File: config.mk
export PLATFORM = sky130hd
export DESIGN_NAME = needle_walk_engine
export DESIGN_NICKNAME = d
export VERILOG_FILES = /design/src/rtl/nwe_pkg.sv /design/src/rtl/nwe_lane_match.sv /design/src/rtl/nwe_ptr_step.sv /design/src/rtl/nwe_outcome.sv /design/src/rtl/needle_walk_engine.sv
export SDC_FILE = /design/constraint.sdc
export NUM_CORES = 1
export LEC_CHECK = 0
export CAP_MARGIN = 20
export CORE_MARGIN = 8
export CORE_UTILIZATION = 65
export DETAILED_ROUTE_END_ITERATION = 6
export DONT_BUFFER_PORTS = 1
export GPL_ROUTABILITY_DRIVEN = 0
export PLACE_DENSITY = 0.81
export SYNTH_ARGS = -nofsm -noshare
export SYNTH_HDL_FRONTEND = slang
export SYNTH_SLANG_ARGS = --single-unit
File: constraint.sdc
create_clock -name clk -period 4.3 [get_ports clk]
set_input_delay 0.215 -clock clk [delete_from_list [all_inputs] [get_ports clk]]
set_output_delay 0.215 -clock clk [all_outputs]
set_load 0.03 [all_outputs]
File: src/rtl/nwe_pkg.sv
// Shared types for the needle walk engine.
package nwe_pkg;
    // Control states: idle, fetching needle bytes, deciding on a candidate.
    typedef enum logic [1:0] {
        ST_IDLE  = 2'd0,
        ST_FETCH = 2'd1,
        ST_WAIT  = 2'd2
    } nwe_state_e;
endpackage

File: src/rtl/nwe_lane_match.sv
// Selects one needle byte by lane index and compares it with a returned
// memory byte. Assumes NEEDLE_BYTES is a power of two, so every index
// value names a lane.
module nwe_lane_match #(
    parameter int NEEDLE_BYTES = 4,
    parameter int IDX_W        = 2,
    parameter int NEEDLE_W     = 32
) (
    input  logic [NEEDLE_W-1:0] needle_i,
    input  logic [IDX_W-1:0]    lane_i,
    input  logic [7:0]          data_i,
    output logic                eq_o
);
    logic [7:0] lanes [NEEDLE_BYTES];

    // Split the needle into byte lanes, lane 0 = lowest address.
    for (genvar g = 0; g < NEEDLE_BYTES; g++) begin : g_lane
        assign lanes[g] = needle_i[8*g +: 8];
    end

    // Byte compare of the selected lane.
    always_comb eq_o = (lanes[lane_i] == data_i);
endmodule

File: src/rtl/nwe_ptr_step.sv
// Address arithmetic: read address of the current byte and base of the
// next candidate. All sums wrap at ADDR_W bits.
module nwe_ptr_step #(
    parameter int ADDR_W = 24,
    parameter int IDX_W  = 2
) (
    input  logic [ADDR_W-1:0] cand_i,
    input  logic [IDX_W-1:0]  idx_i,
    input  logic [IDX_W-1:0]  wlast_i,
    input  logic              skip_i,
    output logic [ADDR_W-1:0] fetch_addr_o,
    output logic [ADDR_W-1:0] next_cand_o
);
    logic [ADDR_W-1:0] step;

    // Byte address inside the candidate.
    always_comb fetch_addr_o = cand_i + ADDR_W'(idx_i);

    // Scan steps one byte, skip steps one needle width.
    always_comb step = skip_i ? (ADDR_W'(wlast_i) + ADDR_W'(1)) : ADDR_W'(1);

    // Next candidate base.
    always_comb next_cand_o = cand_i + step;
endmodule

File: src/rtl/nwe_outcome.sv
// Decides, once a candidate is fully compared, whether the walk ends and
// with which pointer and flag. Scan ends on a match, skip ends on a
// mismatch; both end when the last allowed candidate was examined.
module nwe_outcome #(
    parameter int ADDR_W = 24,
    parameter int LEN_W  = 24
) (
    input  logic              skip_i,
    input  logic              cand_eq_i,
    input  logic [LEN_W-1:0]  left_i,
    input  logic [ADDR_W-1:0] cand_i,
    input  logic [ADDR_W-1:0] next_cand_i,
    output logic              finish_o,
    output logic [ADDR_W-1:0] fin_ptr_o,
    output logic              fin_zero_o
);
    logic hit;
    logic last;

    // A hit is the condition the current mode is looking for.
    always_comb hit = skip_i ? !cand_eq_i : cand_eq_i;

    // Final candidate of the allowed range.
    always_comb last = (left_i == LEN_W'(1));

    // Result: stop on a hit, or past the range on exhaustion.
    always_comb begin
        finish_o   = hit || last;
        fin_ptr_o  = hit ? cand_i : next_cand_i;
        fin_zero_o = hit;
    end
endmodule

File: src/rtl/needle_walk_engine.sv
// Top of the needle walk engine. Captures operands on start_i, fetches the
// bytes of each candidate back to back over a read port with one cycle of
// latency, accumulates the compare and moves to the next candidate until
// the mode's stop condition or the length limit. Assumes the memory returns
// data for every request exactly one cycle later.
module needle_walk_engine
    import nwe_pkg::*;
#(
    parameter int ADDR_W       = 24,
    parameter int NEEDLE_BYTES = 4,
    parameter int LEN_W        = 24,
    localparam int IDX_W       = $clog2(NEEDLE_BYTES),
    localparam int NEEDLE_W    = 8 * NEEDLE_BYTES
) (
    input  logic                clk,
    input  logic                rst_n,
    input  logic                start_i,
    input  logic                skip_mode_i,
    input  logic [ADDR_W-1:0]   start_addr_i,
    input  logic [NEEDLE_W-1:0] needle_i,
    input  logic [IDX_W-1:0]    needle_len_i,
    input  logic [LEN_W-1:0]    max_len_i,
    output logic                mem_rd_o,
    output logic [ADDR_W-1:0]   mem_addr_o,
    input  logic [7:0]          mem_data_i,
    output logic                done_o,
    output logic                zero_o,
    output logic [ADDR_W-1:0]   ptr_o
);
    nwe_state_e          state_q;
    logic [ADDR_W-1:0]   cand_q;
    logic [IDX_W-1:0]    idx_q;
    logic [IDX_W-1:0]    wlast_q;
    logic [LEN_W-1:0]    left_q;
    logic                skip_q;
    logic [NEEDLE_W-1:0] needle_q;
    logic                eq_q;
    logic                pend_q;
    logic [IDX_W-1:0]    pidx_q;
    logic                done_q;
    logic                zero_q;
    logic [ADDR_W-1:0]   ptr_q;

    logic                byte_eq;
    logic                cand_eq;
    logic [ADDR_W-1:0]   fetch_addr;
    logic [ADDR_W-1:0]   next_cand;
    logic                finish;
    logic [ADDR_W-1:0]   fin_ptr;
    logic                fin_zero;
    logic                busy_w;

    nwe_lane_match #(
        .NEEDLE_BYTES(NEEDLE_BYTES), .IDX_W(IDX_W), .NEEDLE_W(NEEDLE_W)
    ) u_match (
        .needle_i(needle_q), .lane_i(pidx_q), .data_i(mem_data_i), .eq_o(byte_eq)
    );

    nwe_ptr_step #(.ADDR_W(ADDR_W), .IDX_W(IDX_W)) u_step (
        .cand_i(cand_q), .idx_i(idx_q), .wlast_i(wlast_q), .skip_i(skip_q),
        .fetch_addr_o(fetch_addr), .next_cand_o(next_cand)
    );

    nwe_outcome #(.ADDR_W(ADDR_W), .LEN_W(LEN_W)) u_out (
        .skip_i(skip_q), .cand_eq_i(cand_eq), .left_i(left_q), .cand_i(cand_q),
        .next_cand_i(next_cand), .finish_o(finish), .fin_ptr_o(fin_ptr),
        .fin_zero_o(fin_zero)
    );

    // Compare result of the whole candidate once its last byte is back.
    always_comb cand_eq = eq_q && byte_eq;

    // Read port driven straight from the fetch state.
    always_comb begin
        mem_rd_o   = (state_q == ST_FETCH);
        mem_addr_o = fetch_addr;
    end

    // Walk in progress; also observed by the bound checker.
    always_comb busy_w = (state_q != ST_IDLE);

    // Track which issued byte returns in the next cycle.
    always_ff @(posedge clk) begin
        if (!rst_n) begin
            pend_q <= 1'b0;
            pidx_q <= '0;
        end else begin
            pend_q <= (state_q == ST_FETCH);
            pidx_q <= idx_q;
        end
    end

    // Control: capture operands, fetch bytes, decide per candidate.
    always_ff @(posedge clk) begin
        if (!rst_n) begin
            state_q  <= ST_IDLE;
            cand_q   <= '0;
            idx_q    <= '0;
            wlast_q  <= '0;
            left_q   <= '0;
            skip_q   <= 1'b0;
            needle_q <= '0;
            eq_q     <= 1'b1;
            done_q   <= 1'b0;
            zero_q   <= 1'b0;
            ptr_q    <= '0;
        end else begin
            done_q <= 1'b0;
            unique case (state_q)
                ST_IDLE: begin
                    if (start_i) begin
                        cand_q   <= start_addr_i;
                        skip_q   <= skip_mode_i;
                        needle_q <= needle_i;
                        wlast_q  <= needle_len_i;
                        left_q   <= max_len_i;
                        idx_q    <= '0;
                        eq_q     <= 1'b1;
                        if (max_len_i == '0) begin
                            done_q <= 1'b1;
                            ptr_q  <= start_addr_i;
                            zero_q <= 1'b0;
                        end else begin
                            state_q <= ST_FETCH;
                        end
                    end
                end
                ST_FETCH: begin
                    idx_q <= idx_q + IDX_W'(1);
                    if (pend_q) eq_q <= eq_q && byte_eq;
                    if (idx_q == wlast_q) state_q <= ST_WAIT;
                end
                ST_WAIT: begin
                    if (finish) begin
                        state_q <= ST_IDLE;
                        done_q  <= 1'b1;
                        ptr_q   <= fin_ptr;
                        zero_q  <= fin_zero;
                    end else begin
                        cand_q  <= next_cand;
                        left_q  <= left_q - LEN_W'(1);
                        idx_q   <= '0;
                        eq_q    <= 1'b1;
                        state_q <= ST_FETCH;
                    end
                end
                default: state_q <= ST_IDLE;
            endcase
        end
    end

    // Result outputs are registers and hold between completions.
    always_comb begin
        done_o = done_q;
        zero_o = zero_q;
        ptr_o  = ptr_q;
    end
endmodule

* Yosys cells after proc, flatten, opt, wreduce, memory -nomap -nowiden
Cells that the tools add are included.
** Cells by class
- Add/subtract/negate cells :: 5
- Order comparisons :: 1
- Eq/ne operators :: 12
- Multiplexer cells :: 36
- Bitwise operators :: 1
- Reductions and logical operators :: 13
** Operators with widths (count)
- $mux W24 :: 9
- $pmux W24 S2 :: 3
- $add A24 B2 Y24 :: 1
- $add A24 B24 Y24 :: 1
- $eq A24 B1 Y1 const B :: 1
- $logic_not A24 Y1 :: 1
- $sub A24 B1 Y24 const B :: 1
- $bmux W8 S2 :: 1
- $mux W8 :: 2
- $pmux W2 S3 :: 2
- $mux W1 :: 11
- $mux W2 :: 5
- $ne A2 B2 Y1 const B :: 5
- $reduce_and A3 Y1 :: 3
- $eq A8 B8 Y1 :: 1
- $reduce_and A4 Y1 :: 2
- $ne A2 B1 Y1 const B :: 2
- $pmux W1 S2 :: 2
- $add A2 B1 Y3 const B :: 1
- $ge A3 B3 Y1 const B :: 1
- $not A2 Y3 :: 1
- $pmux W1 S3 :: 1
- $reduce_bool A3 Y1 :: 1
- $add A2 B1 Y2 const B :: 1
- other kinds (9) :: 9
** Word-level totals
- Register bits after elaboration :: 117
- Input port bits :: 94
- Output and inout port bits :: 51
- Logic and storage cells :: 81

* Logic depth before layout (Yosys ltp)
Gate-level depths: netlist of the first run.
- Word-level depth :: 11
- Gate-level depth with buffers :: 13
- Gate-level depth less buffers :: 11

* Hierarchy
Synthesis of the first run repeated with hierarchy kept, for this count alone.
** Second synthesis, totals
- Cell total of the unflattened synthesis :: 885
- Area total of the unflattened synthesis :: 7226.9 um^2
** By module, submodules not included
- needle_walk_engine :: times used 1, cells an instance 687, area an instance 5495.3 um^2, sequential area each 2342.2 um^2
- nwe_ptr_step :: times used 1, cells an instance 140, area an instance 973.4 um^2, sequential area each 0.0 um^2
- nwe_outcome :: times used 1, cells an instance 37, area an instance 446.7 um^2, sequential area each 0.0 um^2
- nwe_lane_match :: times used 1, cells an instance 21, area an instance 311.5 um^2, sequential area each 0.0 um^2

* Worst setup path before layout of the first run
OpenSTA, ideal clock, no wires.
- Kind :: register -> register
- Start :: register skip_q
- End :: register ptr_q[21] (netlist: ptr_o[21])
- Setup time :: 0.121 ns
- Data arrival time :: 2.914 ns
- Required time :: 4.179 ns
- Setup slack :: 1.265 ns
- Stages on the path, launching flop included :: 12
- Buffers on the path :: 2
- Clock period less this slack :: 3.035 ns
- Cells stage by stage :: dfxtp_1 -> clkbuf_1 -> clkbuf_1 -> and2_1 -> ha_1 -> a21oi_1 -> a211oi_1 -> nand4_1 -> or4b_1 -> nand4_1 -> o21a_1 -> a21oi_1
** On the way
- Cells in the longest elaborated chain, start to end :: 5
- Elaborated cells between the ends (all ways) :: 9
- Those cells by class :: add/sub: 1; eq/ne: 1; mux: 5; reduce/logical: 2
** Ends and longest elaborated chain
- start, declared :: RTL line needle_walk_engine.sv:35 : logic skip_q;
- start signal, assigned :: RTL line needle_walk_engine.sv:113 : skip_q <= skip_mode_i;
- $mux W24 :: RTL line nwe_ptr_step.sv:20 : always_comb step = skip_i ? (ADDR_W'(wlast_i) + ADDR_W'(1)) : ADDR_W'(1);
- $add A24 B24 Y24 :: RTL line nwe_ptr_step.sv:23 : always_comb next_cand_o = cand_i + step;
- $mux W24 :: RTL line nwe_outcome.sv:29 : fin_ptr_o = hit ? cand_i : next_cand_i;
- $mux W24 :: RTL line needle_walk_engine.sv:134 : if (finish) begin
- $pmux W24 S2 :: RTL line needle_walk_engine.sv:109 : unique case (state_q)
- end signal, assigned :: RTL line needle_walk_engine.sv:121 : ptr_q <= start_addr_i;
- end signal, assigned :: RTL line needle_walk_engine.sv:137 : ptr_q <= fin_ptr;
- end, declared :: RTL line needle_walk_engine.sv:42 : logic [ADDR_W-1:0] ptr_q;
Parallel ways exist; a longest one is shown, timed or not. The select of a mux whose other input is x is not followed.
A chain may end at the register's enable or synchronous reset.

* Final worst setup path of the first run
- Start :: register pidx_q[0]
- End :: register ptr_q[2] (netlist: ptr_o[2])
** On the way
- Cells in the longest elaborated chain, start to end :: 11
- Elaborated cells between the ends (all ways) :: 14
- Those cells by class :: eq/ne: 2; mux: 7; bitwise: 1; reduce/logical: 4
** Ends and longest elaborated chain
- start, declared :: RTL line needle_walk_engine.sv:39 : logic [IDX_W-1:0] pidx_q;
- start signal, assigned :: RTL line needle_walk_engine.sv:89 : pidx_q <= idx_q;
- $not A2 Y3 (not written as such) * :: RTL line nwe_lane_match.sv:22 : always_comb eq_o = (lanes[lane_i] == data_i);
- $bmux W8 S2 * :: RTL line nwe_lane_match.sv:22
- $mux W8 (not written as such) * (2 in series) :: RTL line nwe_lane_match.sv:22
- $eq A8 B8 Y1 * :: RTL line nwe_lane_match.sv:22
- $logic_and A1 B1 Y1 * :: RTL line needle_walk_engine.sv:71 : always_comb cand_eq = eq_q && byte_eq;
- $logic_not A1 Y1 :: RTL line nwe_outcome.sv:21 : always_comb hit = skip_i ? !cand_eq_i : cand_eq_i;
- $mux W1 * :: RTL line nwe_outcome.sv:21
- $mux W24 / $logic_or A1 B1 Y1 (equally long branches) :: RTL line nwe_outcome.sv:29, nwe_outcome.sv:28
- $mux W24 / $ne A2 B2 Y1 (equally long branches)
- $pmux W24 S2 / $reduce_and A4 Y1 (equally long branches)
Every way passes the cells marked *; elsewhere a longest branch is shown, timed or not. The select of a mux whose other input is x is not followed.

==> results of run 1 <==
worst max-delay path by stage:
| stage | from | to | slack [ns] |
|---|---|---|---|
| after floorplan | skip_q | ptr_o[21] | 1.26 |
| after global placement | pidx_q[0] | ptr_o[8] | 0.50 |
| after detailed placement | pidx_q[0] | ptr_o[8] | 0.39 |
| after CTS | pidx_q[0] | ptr_o[2] | 0.37 |
| after global routing | pidx_q[0] | ptr_o[16] | 0.13 |
| final | pidx_q[0] | ptr_o[2] | 0.36 |
final cells by class:
cell class | count | area [µm²]
clock inverter | 12 | 122.6
sequential | 117 | 2342
fill | 858 | 2781
tap | 143 | 178.9
clock buffer | 20 | 446.7
timing repair buffer | 70 | 683.2
multi-input combinational | 791 | 4612
inverter | 15 | 56.30
routing by layer:
metal  share of wire  vias to the layer above
met5               0                        -
met4           0.039                        0
met3            0.11                       99
met2            0.47                      487
met1            0.38                     3667
li1                -                     3663
worst register-to-register path, stage by stage, from the launching register on:
cell and delay (ns):
dfxtp_1 0.59, mux4_2 0.57, xnor2_1 0.20, nand2_1 0.13, or3_1 0.69, o211ai_1 0.53, nand2b_1 0.60, o21ai_0 0.39
a41oi_1 0.07
layout by cell type (no fill, tap or decap), drive strengths merged, types with 5 or more instances in the layout:
| cell | n |
|---|---|
| a211oi | 11 |
| a21boi | 6 |
| a21o | 6 |
| a21oi | 100 |
| a311oi | 5 |
| a31oi | 17 |
| a32oi | 9 |
| and2 | 9 |
| and3 | 12 |
| buf | 17 |
| clkbuf | 20 |
| clkinv | 5 |
| dfxtp | 117 |
| dlygate4sd3 | 53 |
| ha | 8 |
| inv | 18 |
| mux4 | 6 |
| nand2 | 203 |
| nand2b | 5 |
| nand3 | 41 |
| nand4 | 19 |
| nor2 | 72 |
| nor3 | 28 |
| nor4 | 13 |
| o211ai | 9 |
| o21ai | 66 |
| o221ai | 11 |
| o31ai | 19 |
| o32ai | 10 |
| or3 | 9 |
| xnor2 | 28 |
| xor2 | 13 |
registers in the layout, summed over array words and instances (netlist names):
register	flops
eq_q	1
ptr_o	24
left_q	24
state_q	2
cand_q	24
pidx_q	2
idx_q	2
skip_q	1
done_o	1
needle_q	32
wlast_q	2
pend_q	1
zero_o	1
what timing repair did:
| action | CTS | global route |
|---|---|---|
| setup buffers | 0 | 0 |
| hold buffers | 54 | 0 |
| endpoints found under the setup margin | 0 | 0 |
| endpoints found under the hold margin | 80 | 0 |
kinds of logic after synthesis:
| group | Yosys count | synth area share |
|---|---|---|
| flip-flops | 117 | 0.3177 |
| multiplexers | 11 | 0.02528 |
| AND/OR/NAND/NOR | 423 | 0.2586 |
| buffers and inverters | 102 | 0.05888 |
| XOR/XNOR | 41 | 0.04972 |
| adder cells (fa/ha/maj) | 10 | 0.01901 |
| AO/OA/AOI/OAI | 306 | 0.2708 |
per-stage QoR:
| step | cell area, µm² | power, mW | hold slack [ns] | std cells |
|---|---|---|---|---|
| CTS | 8442 | 3.326 | 0.004325 | 1168 |
| finish | 8442 | 3.365 | 0.009480 | 1168 |
| detailed placement | 7322 | 1.927 | 0.3519 | 1082 |
| global placement | 7322 | 1.913 | 0.3522 | 1082 |
| floorplan | 7373 | 1.777 | 0.3510 | 1010 |
| global route | 8442 | 3.481 | 0.005082 | 1168 |
power by group:
| part | internal, mW | switching, mW |
|---|---|---|
| logic | 0.242 | 0.459 |
| registers | 1.17 | 0.118 |
| clock network | 0.818 | 0.562 |
| total | 2.23 | 1.14 |
==> key figures, run 1 <==
Run status
  • Status: complete, no violations

Clock network
  • Worst-Skew Late Latency: 0.43 ns
  • Reg clk slew, reported paths: 0.06 ns
  • Root Driver: clkbuf_16
  • Cells resized by post-CTS repair: 0
  • CTS tree: done
  • H-tree depth: 4
  • Clock tree buffer depth: 2
  • CTS Sinks: 117
  • CTS Buf Count: 17

Critical path
  • Worst r2r src: pidx_q[0]
  • Cells along the critical path: mux4_2, xnor2_1, nand2_1, or3_1, o211ai_1, nand2b_1, o21ai_0, a41oi_1
  • Required @ worst endpoint: 4.56 ns
  • Critical path arrival: 4.20 ns
  • Crit end category: register
  • Critical Path Fanout Max: 26
  • Delay of the slowest critical-path stage: 0.69 ns
  • Crit path depth: 8
  • Top cell family by delay on the critical path: simple AND/OR/NAND/NOR gates
  • WP buf/inv: 0
  • R2R Path End: ptr_o[2]
  • Crit path launch type: register
  • R2R cell count: 8
  • Slowest CP cell: or3_1
  • Setup CP Type: reg2reg
  • Reg2Reg Setup Slack: 0.36 ns

Synth
  • Syn Area/Cell: 7.300 µm²
  • Number of flops mapped to enable cells by yosys: 0
  • Most frequent cells after synthesis: 203 x nand2_1, 117 x dfxtp_1, 99 x a21oi_1
  • Unique masters post-synth: 69
  • Syn Std Cell Area: 0.007373 mm²
  • Top post-synthesis cells by area: dfxtp_1 32%, nand2_1 10%, a21oi_1 6.7%, o21ai_0 4.1%, nor2_1 3.5%
  • Post-Syn Instances: 1010
  • Count leader, synth: nand2_1
  • Synth top area share: 0.3177
  • Fraction of registers with async set/reset: 0
  • Yosys reg bits: 117
  • Leading area contributor after synthesis: dfxtp_1
  • Syn Nets: 1114
  • Yosys warnings: 0
  • Seq/Total Area, Yosys: 0.3177
  • Synth Flop Type: dfxtp_1

Route
  • WL/cell: 21.14 µm
  • DRT iter0 DRCs: 1007
  • DR vias/cell: 6.777
  • Via count: 7916
  • Detail Route Antenna Nets: 0
  • Drt total wl: 24690 µm
  • Drc violations: 0
  • DRT Pass-1 Iters: 6

Timing
  • Max Freq: 253.8 MHz
  • Clock Skews: 0.009810 ns
  • Final period util: 0.9165
  • Final Max Slew Viols: 0
  • # setup viols final: 0
  • Tmin final: 3.941 ns
  • Slew @ Worst Pin: 1.010 ns
  • Slew HR: 0.3264
  • Unrepaired setup endpoints after global routing: false
  • Post-route setup TNS: 0 ns
  • Fin. Hold Viols: 0
  • Setup slack after layout: 0.3592 ns

Place
  • Port Buf Inserts: 0
  • DP Worst Slack: 0.3911 ns
  • Hpwl dp: 15590 µm

Global route
  • Routing usage on met2: 0.5316
  • Vias in the first global route: 7417
  • First-pass GRT wire length: 38670 µm
  • Top Usage Layer GRT: met2
  • GR Util All Layers: 0.3275
  • Met1 usage: 0.3919
  • Pin count of the biggest net entering global routing: 94
  • Initial antenna violation count: 0
  • Met3 GRT Util: 0.09706
  • Total gr overflow: 0

Cells and area
  • Area Growth Syn to Fin: 14.49%
  • Layout cells sized above 1: 0.06732
  • Antenna cells: 0
  • Final Util: 0.7522
  • Layout net count: 1116

Power
  • Leak: 3.001 nW
  • Power Density: 398.6 mW/mm²
  • Max VDD drop: 0.4005 mV

Hold path
  • Hold path depth: 2
  • Worst Hold Path EP: left_q[17]
  • Hold Path Class: in2reg
  • HP Start: max_len_i[17]

Floorplanning
  • Core area: 0.01122 mm²
  • Die footprint: 0.01501 mm²
  • Row cnt: 39
  • Die X: 122.5 µm
  • I/O Pins: 145
  • Initial core utilization: 0.6570
  • Chip height: 122.5 µm

Run
  • Max-cap viol count: 0
Power figures use the tool's default switching activity.
==> run 2: changes to the inputs <==
Settings changed: ABC_AREA set to 1, PLACE_DENSITY 0.81 to not set, PLACE_DENSITY_LB_ADDON set to 0.25.
==> run 2 against run 1 <==
Fmax rose by 14%; core utilization fell by 1.8 points; synthesized area is 1.0% higher; cell count grew 19%; hold slack gained 0.0036 ns; clock skew about the same; largest cell class unchanged; largest power group unchanged; highest routed layer unchanged.
==> key figures, run 2 <==
Clock network
  • CTS tree: done (unchanged)
  • Clock tree buffer depth: 2 (unchanged)
  • Post-CTS Setup Repair Bufs: 0 (unchanged)
  • Worst-Skew Late Latency: 0.42 ns (was 0.43 ns)
  • Root Driver: clkbuf_16 (unchanged)
  • CTS Sinks: 117 (unchanged)
  • CTS Buf Count: 17 (unchanged)
  • Reg clk slew, reported paths: 0.06 ns (about the same)
  • H-tree depth: 4 (unchanged)

Cells and area
  • Most common cell after layout, fill and taps aside: nand2_1 (unchanged)
  • Most flop-heavy register: needle_q (unchanged)
  • Antenna cells: 0 (unchanged)
  • Commonest cells after routing, fill and taps aside: 317 x nand2_1, 290 x nor2_1, 119 x inv_1 (was 202 x nand2_1, 117 x dfxtp_1, 99 x a21oi_1)
  • Largest register FFs: 32 (unchanged)
  • Layout net count: 1343 (was 1116)
  • Layout cells sized above 1: 0.05032 (was 0.06732)
  • Non-filler cells, final: 1395 (was 1168)
  • Final Util: 0.7343 (was 0.7522)
  • Area Growth Syn to Fin: 11.61% (was 14.49%)
  • Layout fillers: 930 (was 858)

Synth
  • Largest family of logic cells by synthesized area: simple AND/OR/NAND/NOR gates (was compound AO/OA/AOI/OAI gates)
  • Post-Synth Adder-Cell Area: 0.01881 (was 0.01901)
  • Top post-synthesis cells by area: dfxtp_1 31%, nand2_1 16%, nor2_1 15%, inv_1 6.0%, nand3_1 5.6% (was dfxtp_1 32%, nand2_1 10%, a21oi_1 6.7%, o21ai_0 4.1%, nor2_1 3.5%)
  • Syn Nets: 1344 (was 1114)
  • Compound-Gate Fraction of Synth Area: 0.1016 (was 0.2708)
  • Unique masters post-synth: 35 (was 69)
  • Post-Syn Instances: 1240 (was 1010)
  • Yosys reg bits: 117 (unchanged)
  • Synth top area share: 0.3145 (was 0.3177)
  • Syn Std Cell Area: 0.007448 mm² (was 0.007373 mm²)
  • Synth Flop Type: dfxtp_1 (unchanged)
  • Yosys warnings: 0 (unchanged)
  • Post-Synth Simple-Gate Area: 0.4100 (was 0.2586)
  • Number of flops mapped to enable cells by yosys: 0 (unchanged)
  • Count leader, synth: nand2_1 (unchanged)
  • Seq/Total Area, Yosys: 0.3145 (was 0.3177)
  • Syn Area/Cell: 6.007 µm² (was 7.300 µm²)
  • Leading area contributor after synthesis: dfxtp_1 (unchanged)
  • Most frequent cells after synthesis: 318 x nand2_1, 291 x nor2_1, 120 x inv_1 (was 203 x nand2_1, 117 x dfxtp_1, 99 x a21oi_1)
  • Fraction of registers with async set/reset: 0 (unchanged)
  • Multiplexer share of the synthesized area: 0.001344 (was 0.02528)
  • Synth Area in XOR/XNOR: 0.04939 (was 0.04972)

Critical path
  • Worst setup path end: ptr_o[13] (was ptr_o[2])
  • Worst r2r src: pidx_q[0] (unchanged)
  • Reg2Reg Setup Slack: 0.83 ns (was 0.36 ns)
  • Setup CP Type: reg2reg (unchanged)
  • Critical path arrival: 3.77 ns (was 4.20 ns)
  • R2R cell count: 16 (was 8)
  • Crit path depth: 16 (was 8)
  • Worst Setup SP: pidx_q[0] (unchanged)
  • Top cell family by delay on the critical path: simple AND/OR/NAND/NOR gates (unchanged)
  • Required @ worst endpoint: 4.60 ns (was 4.56 ns)
  • R2R Path End: ptr_o[13] (was ptr_o[2])
  • Critical Path Most Common Cell: nand2_1
  • Cells along the critical path: inv_4, nand2_1, nand3_1, nand2_1, nand2_1, nand2_1, nand3_1, nor2_2, nand3_2, nand2_4, nand3_4, nand2_4, buf_4, nand2_1, nand2_1, nor2_1 (was mux4_2, xnor2_1, nand2_1, or3_1, o211ai_1, nand2b_1, o21ai_0, a41oi_1)
  • Slowest CP cell: dfxtp_1 (was or3_1)
  • Critical Path Fanout Max: 39 (was 26)
  • Delay of the slowest critical-path stage: 0.72 ns (was 0.69 ns)
  • WP buf/inv: 2 (was 0)
  • Crit path launch type: register (unchanged)
  • Crit end category: register (unchanged)

Route
  • DR vias/cell: 5.696 (was 6.777)
  • Drt total wl: 22640 µm (was 24690 µm)
  • Detail Route Antenna Nets: 0 (unchanged)
  • Via count: 7946 (was 7916)
  • DRT iter0 DRCs: 1021 (was 1007)
  • DRT Pass-1 Iters: 6 (unchanged)
  • WL/cell: 16.23 µm (was 21.14 µm)
  • Drc violations: 0 (unchanged)

Power
  • Internal Power: 2.299 mW (was 2.227 mW)
  • Sw Pwr: 1.264 mW (was 1.138 mW)
  • Logic pwr share: 0.233 (was 0.208)
  • Leak: 3.994 nW (was 3.001 nW)
  • Power Density: 428.6 mW/mm² (was 398.6 mW/mm²)
  • Clock power frac: 0.387 (was 0.410)
  • Max VDD drop: 0.3680 mV (was 0.4005 mV)
  • Reg power frac: 0.380 (was 0.382)
  • Switching Fraction: 0.3547 (was 0.3381)
  • Design Power: 3.563 mW (was 3.365 mW)

Timing
  • # setup viols final: 0 (unchanged)
  • Tmin final: 3.469 ns (was 3.941 ns)
  • Unrepaired setup endpoints after global routing: false (unchanged)
  • Setup slack after layout: 0.8311 ns (was 0.3592 ns)
  • Slew HR: 0.3949 (was 0.3264)
  • Final Max Slew Viols: 0 (unchanged)
  • Clock Skews: 0.009760 ns (was 0.009810 ns)
  • Post-route setup TNS: 0 ns (unchanged)
  • Fin. Hold Viols: 0 (unchanged)
  • Final period util: 0.8067 (was 0.9165)
  • Slew @ Worst Pin: 0.9021 ns (was 1.010 ns)
  • Max Freq: 288.3 MHz (was 253.8 MHz)

Place
  • # placed instances: 1332 (was 1082)
  • DP Worst Slack: 0.9746 ns (was 0.3911 ns)
  • Port Buf Inserts: 0 (unchanged)
  • Hpwl dp: 15010 µm (was 15590 µm)

Hold path
  • Hold Path Class: in2reg (unchanged)

Run
  • Max-cap viol count: 0 (unchanged)

Global route
  • Total gr overflow: 0 (unchanged)
  • GR Util All Layers: 0.2942 (was 0.3275)
  • Initial antenna violation count: 0 (unchanged)
  • Pin count of the biggest net entering global routing: 89 (was 94)
  • First-pass GRT wire length: 35170 µm (was 38670 µm)
  • Vias in the first global route: 7288 (was 7417)

Run status
  • Status: complete, no violations (unchanged)

Floorplanning
  • Core area: 0.01132 mm² (was 0.01122 mm²)
  • Die footprint: 0.01514 mm² (was 0.01501 mm²)
  • Initial core utilization: 0.6579 (was 0.6570)
  • I/O Pins: 145 (unchanged)
  • Die X: 123.0 µm (was 122.5 µm)
  • Row cnt: 39 (unchanged)
  • Chip height: 123.0 µm (was 122.5 µm)
-- run 2: logic make-up after synthesis --
group / after synthesis
adders and majority gates: 10
xor gates and xnor gates: 42
AOI/OAI and AO/OA: 138
and+or+nand+nor: 746
muxes: 1
DFF: 117
buffers and inverters: 186
-- run 2: worst min path at each step --
stage                     from          end  cells after the start
3_5_place_dp             rst_n         eq_q                      1
3_3_place_gp             rst_n         eq_q                      1
6_report       needle_len_i[0]   wlast_q[0]                      2
4_1_cts            needle_i[6]  needle_q[6]                      2
2_1_floorplan      needle_i[0]  needle_q[0]                      2
5_1_grt        needle_len_i[0]   wlast_q[0]                      2
-- run 2: power by group through the flow --
stage                     clock network (mW)  logic [mW]  registers (mW)
after floorplan                            0       0.667            1.32
after global placement                     0       0.749            1.37
after detailed placement                   0       0.766            1.37
after CTS                               1.38       0.810            1.35
after global routing                    1.44       0.926            1.37
final                                   1.38       0.830            1.35
-- run 2: stage by stage --
step                      hold slack [ns]  instance area (µm²)
after floorplan                    0.3817                 7448
after global placement             0.3170                 7400
after detailed placement           0.3220                 7400
after CTS                        0.008526                 8283
after global routing              0.01318                 8313
final                             0.01305                 8313
-- run 2: per-layer routing --
| metal | vias to the layer above | track usage | wire (µm) |
|---|---|---|---|
| met2 | 455 | 0.4621 | 10230 |
| met3 | 76 | 0.08995 | 2910 |
| li1 | 3874 | - | - |
| met5 | - | 0 | 0 |
| met1 | 3541 | 0.3626 | 8683 |
| met4 | 0 | 0.1407 | 811 |
-- run 2: cell type report --
cell class	instances	area, µm²	share of cell area
timing repair buffer	39	397.9	0.04786
clock buffer	19	452.9	0.05449
tap	143	178.9	0.02152
sequential	117	2342	0.2818
inverter	127	479.2	0.05765
multi-input combinational	937	4339	0.5220
clock inverter	13	122.6	0.01475
-- run 2: repair_timing --
action,4_1_cts,5_1_grt
resized for setup,0,0
hold buffers,29,1
hold endpoints to repair,88,1
==> run 3: changes to the inputs <==
Clock period 4.3 ns to 3.32 ns, I/O delays scaled along.
==> run 3 against run 2 <==
The run now ends with hold timing left; sequential cell count stayed put; sequential share of layout area is 0.52 points lower; critical endpoint is now mem_addr_o[20]; non-clock buffer count is 20 higher; cell count is 1.4% higher; routed wire length is 0.39% lower; largest power group unchanged; setup slack worse by 0.55 ns.
==> key figures, run 3 (synthesis results as in run 2) <==
Critical path
  • Setup CP Type: reg2out (was reg2reg)
  • Crit path launch type: register (unchanged)
  • Required @ worst endpoint: 3.15 ns (was 4.60 ns)
  • Crit end category: output port (was register)
  • Critical Path Fanout Max: 5 (was 39)
  • Critical path arrival: 2.87 ns (was 3.77 ns)

Timing
  • Final period util: 0.9142
  • Slew HR: 0.3584 (was 0.3949)
  • Fin. Hold Viols: 1 (was 0)
  • Post-route setup TNS: 0 ns (unchanged)
  • Final Max Slew Viols: 0 (unchanged)
  • # setup viols final: 0 (unchanged)
  • WHS: -0.002564 ns (was 0.01305 ns)
  • Clock Skews: 0.006917 ns (was 0.009760 ns)
  • Slew @ Worst Pin: 0.9565 ns (was 0.9021 ns)
  • Unrepaired setup endpoints after global routing: false (unchanged)
  • Tmin final: 3.035 ns
  • Max Freq: 329.5 MHz

Route
  • DR top layer: met4 (unchanged)
  • Drt total wl: 22550 µm (was 22640 µm)
  • WL/cell: 15.95 µm (was 16.23 µm)
  • DRT Pass-1 Iters: 5 (was 6)
  • WL met3: 2495 µm (was 2910 µm)
  • Met2 wire len: 10230 µm (about the same)
  • M1 WL: 9085 µm (was 8683 µm)
  • Via count: 7894 (was 7946)
  • DRT iter0 DRCs: 795 (was 1021)
  • Drc violations: 0 (unchanged)
  • Detail Route Antenna Nets: 0 (unchanged)
  • DR vias/cell: 5.583 (was 5.696)

Clock network
  • Hold_buf cts: 41 (was 29)
  • Reg clk slew, reported paths: 0.05 ns (was 0.06 ns)
  • Root Driver: clkbuf_16 (unchanged)
  • Cells resized by post-CTS repair: 0 (unchanged)
  • Clock tree buffer depth: 2 (unchanged)
  • CTS tree: done (unchanged)
  • CTS Buf Count: 17 (unchanged)
  • Post-CTS Setup Repair Bufs: 0 (unchanged)
  • CTS Sinks: 117 (unchanged)
  • Worst-Skew Late Latency: 0.42 ns (about the same)
  • H-tree depth: 4 (unchanged)

Cells and area
  • Final Util: 0.7482 (was 0.7343)
  • Layout fillers: 936 (was 930)
  • Layout cells sized above 1: 0.05354 (was 0.05032)
  • Commonest cells after routing, fill and taps aside: 317 x nand2_1, 290 x nor2_1, 119 x inv_1 (unchanged)
  • Largest register FFs: 32 (unchanged)
  • Layout net count: 1363 (was 1343)
  • Most common cell after layout, fill and taps aside: nand2_1 (unchanged)
  • Non-filler cells, final: 1414 (was 1395)
  • Most flop-heavy register: needle_q (unchanged)
  • Area Growth Syn to Fin: 13.72% (was 11.61%)

Global route
  • Pin count of the biggest net entering global routing: 89 (unchanged)
  • Initial antenna violation count: 1 (was 0)
  • First-pass GRT wire length: 35600 µm (was 35170 µm)
  • Total gr overflow: 0 (unchanged)
  • Vias in the first global route: 7243 (was 7288)
  • GR Util All Layers: 0.2967 (was 0.2942)

Run status
  • Status: finished, violations left (was complete, no violations)
  • Failing checks: hold timing

Floorplanning
  • Die X: 123.0 µm (unchanged)
  • Chip height: 123.0 µm (unchanged)
  • Die footprint: 0.01514 mm² (unchanged)
  • Initial core utilization: 0.6579 (unchanged)
  • Row cnt: 39 (unchanged)
  • I/O Pins: 145 (unchanged)
  • Core area: 0.01132 mm² (unchanged)

Place
  • Hpwl dp: 14950 µm (was 15010 µm)
  • Port Buf Inserts: 0 (unchanged)
  • # placed instances: 1342 (was 1332)

Power
  • Leak: 4.086 nW (was 3.994 nW)
  • Max VDD drop: 0.4535 mV (was 0.3680 mV)
  • Power Density: 545.8 mW/mm² (was 428.6 mW/mm²)
  • Design Power: 4.623 mW (was 3.563 mW)

Run
  • Max-cap viol count: 0 (unchanged)

Hold path
  • Hold Path Class: in2reg (unchanged)
[run 3: cell types whose count changed in the layout (fill, tap and decap cells not counted), sizes merged]
cell,delta
buf,+9
bufinv,+1
clkbuf,+2
clkinv,+2
clkinvlp,-3
diode,+1
dlygate4sd3,+11
inv,-4
[run 3: layout make-up]
class	count	area, µm²	share of cell area
diodes	1	2.502	0.0002954
clock buffers	21	460.4	0.05436
clock inverters	9	105.1	0.01241
inverters	127	479.2	0.05657
multi-input cells	937	4339	0.5123
flip-flops and latches	117	2342	0.2765
well taps	143	178.9	0.02112
repair buffers	59	563.0	0.06647
[run 3: worst max-delay path, stage by stage (launching register included)]
cell and delay [ns]:
dfxtp_1 0.40, ha_1 0.21, inv_1 0.06, fa_1 0.41, nor3_1 0.23, buf_4 0.18
nand2_1 0.11, nor2_1 0.17, inv_1 0.10, nor2_1 0.17, nand2_1 0.10, xor2_1 0.14
buf_4 0.18
[run 3: through the flow]
step	hold WS (ns)	instance area (µm²)	setup WS, ns
after global routing	0.01068	8471	0.05749
after global placement	0.2626	7475	0.5213
after floorplan	0.3327	7448	0.7114
final	-0.002564	8471	0.2847
after CTS	0.0004640	8468	0.2936
after detailed placement	0.2661	7475	0.4410
[run 3: path summary, 6_finish.rpt]
path	start	to	slack, ns	cells past startpoint
setup / recovery	idx_q[0]	mem_addr_o[20]	0.28	12
hold / removal	max_len_i[19]	left_q[19]	-0.003	4
setup reg to reg	pidx_q[0]	cand_q[16]	0.36	16
hold reg to reg	eq_q	eq_q	0.47	2
[run 3: routing by layer]
metal  up-vias  track usage
met2       388       0.4747
met1      3531       0.3598
met5         -            0
li1       3917            -
met3        58      0.09772
met4         0       0.1264
[run 3: power by group]
part | switching (mW) | internal, mW | leakage [nW]
registers | 0.194 | 1.56 | 0.964
logic | 0.725 | 0.364 | 2.84
clock network | 0.651 | 1.13 | 0.279
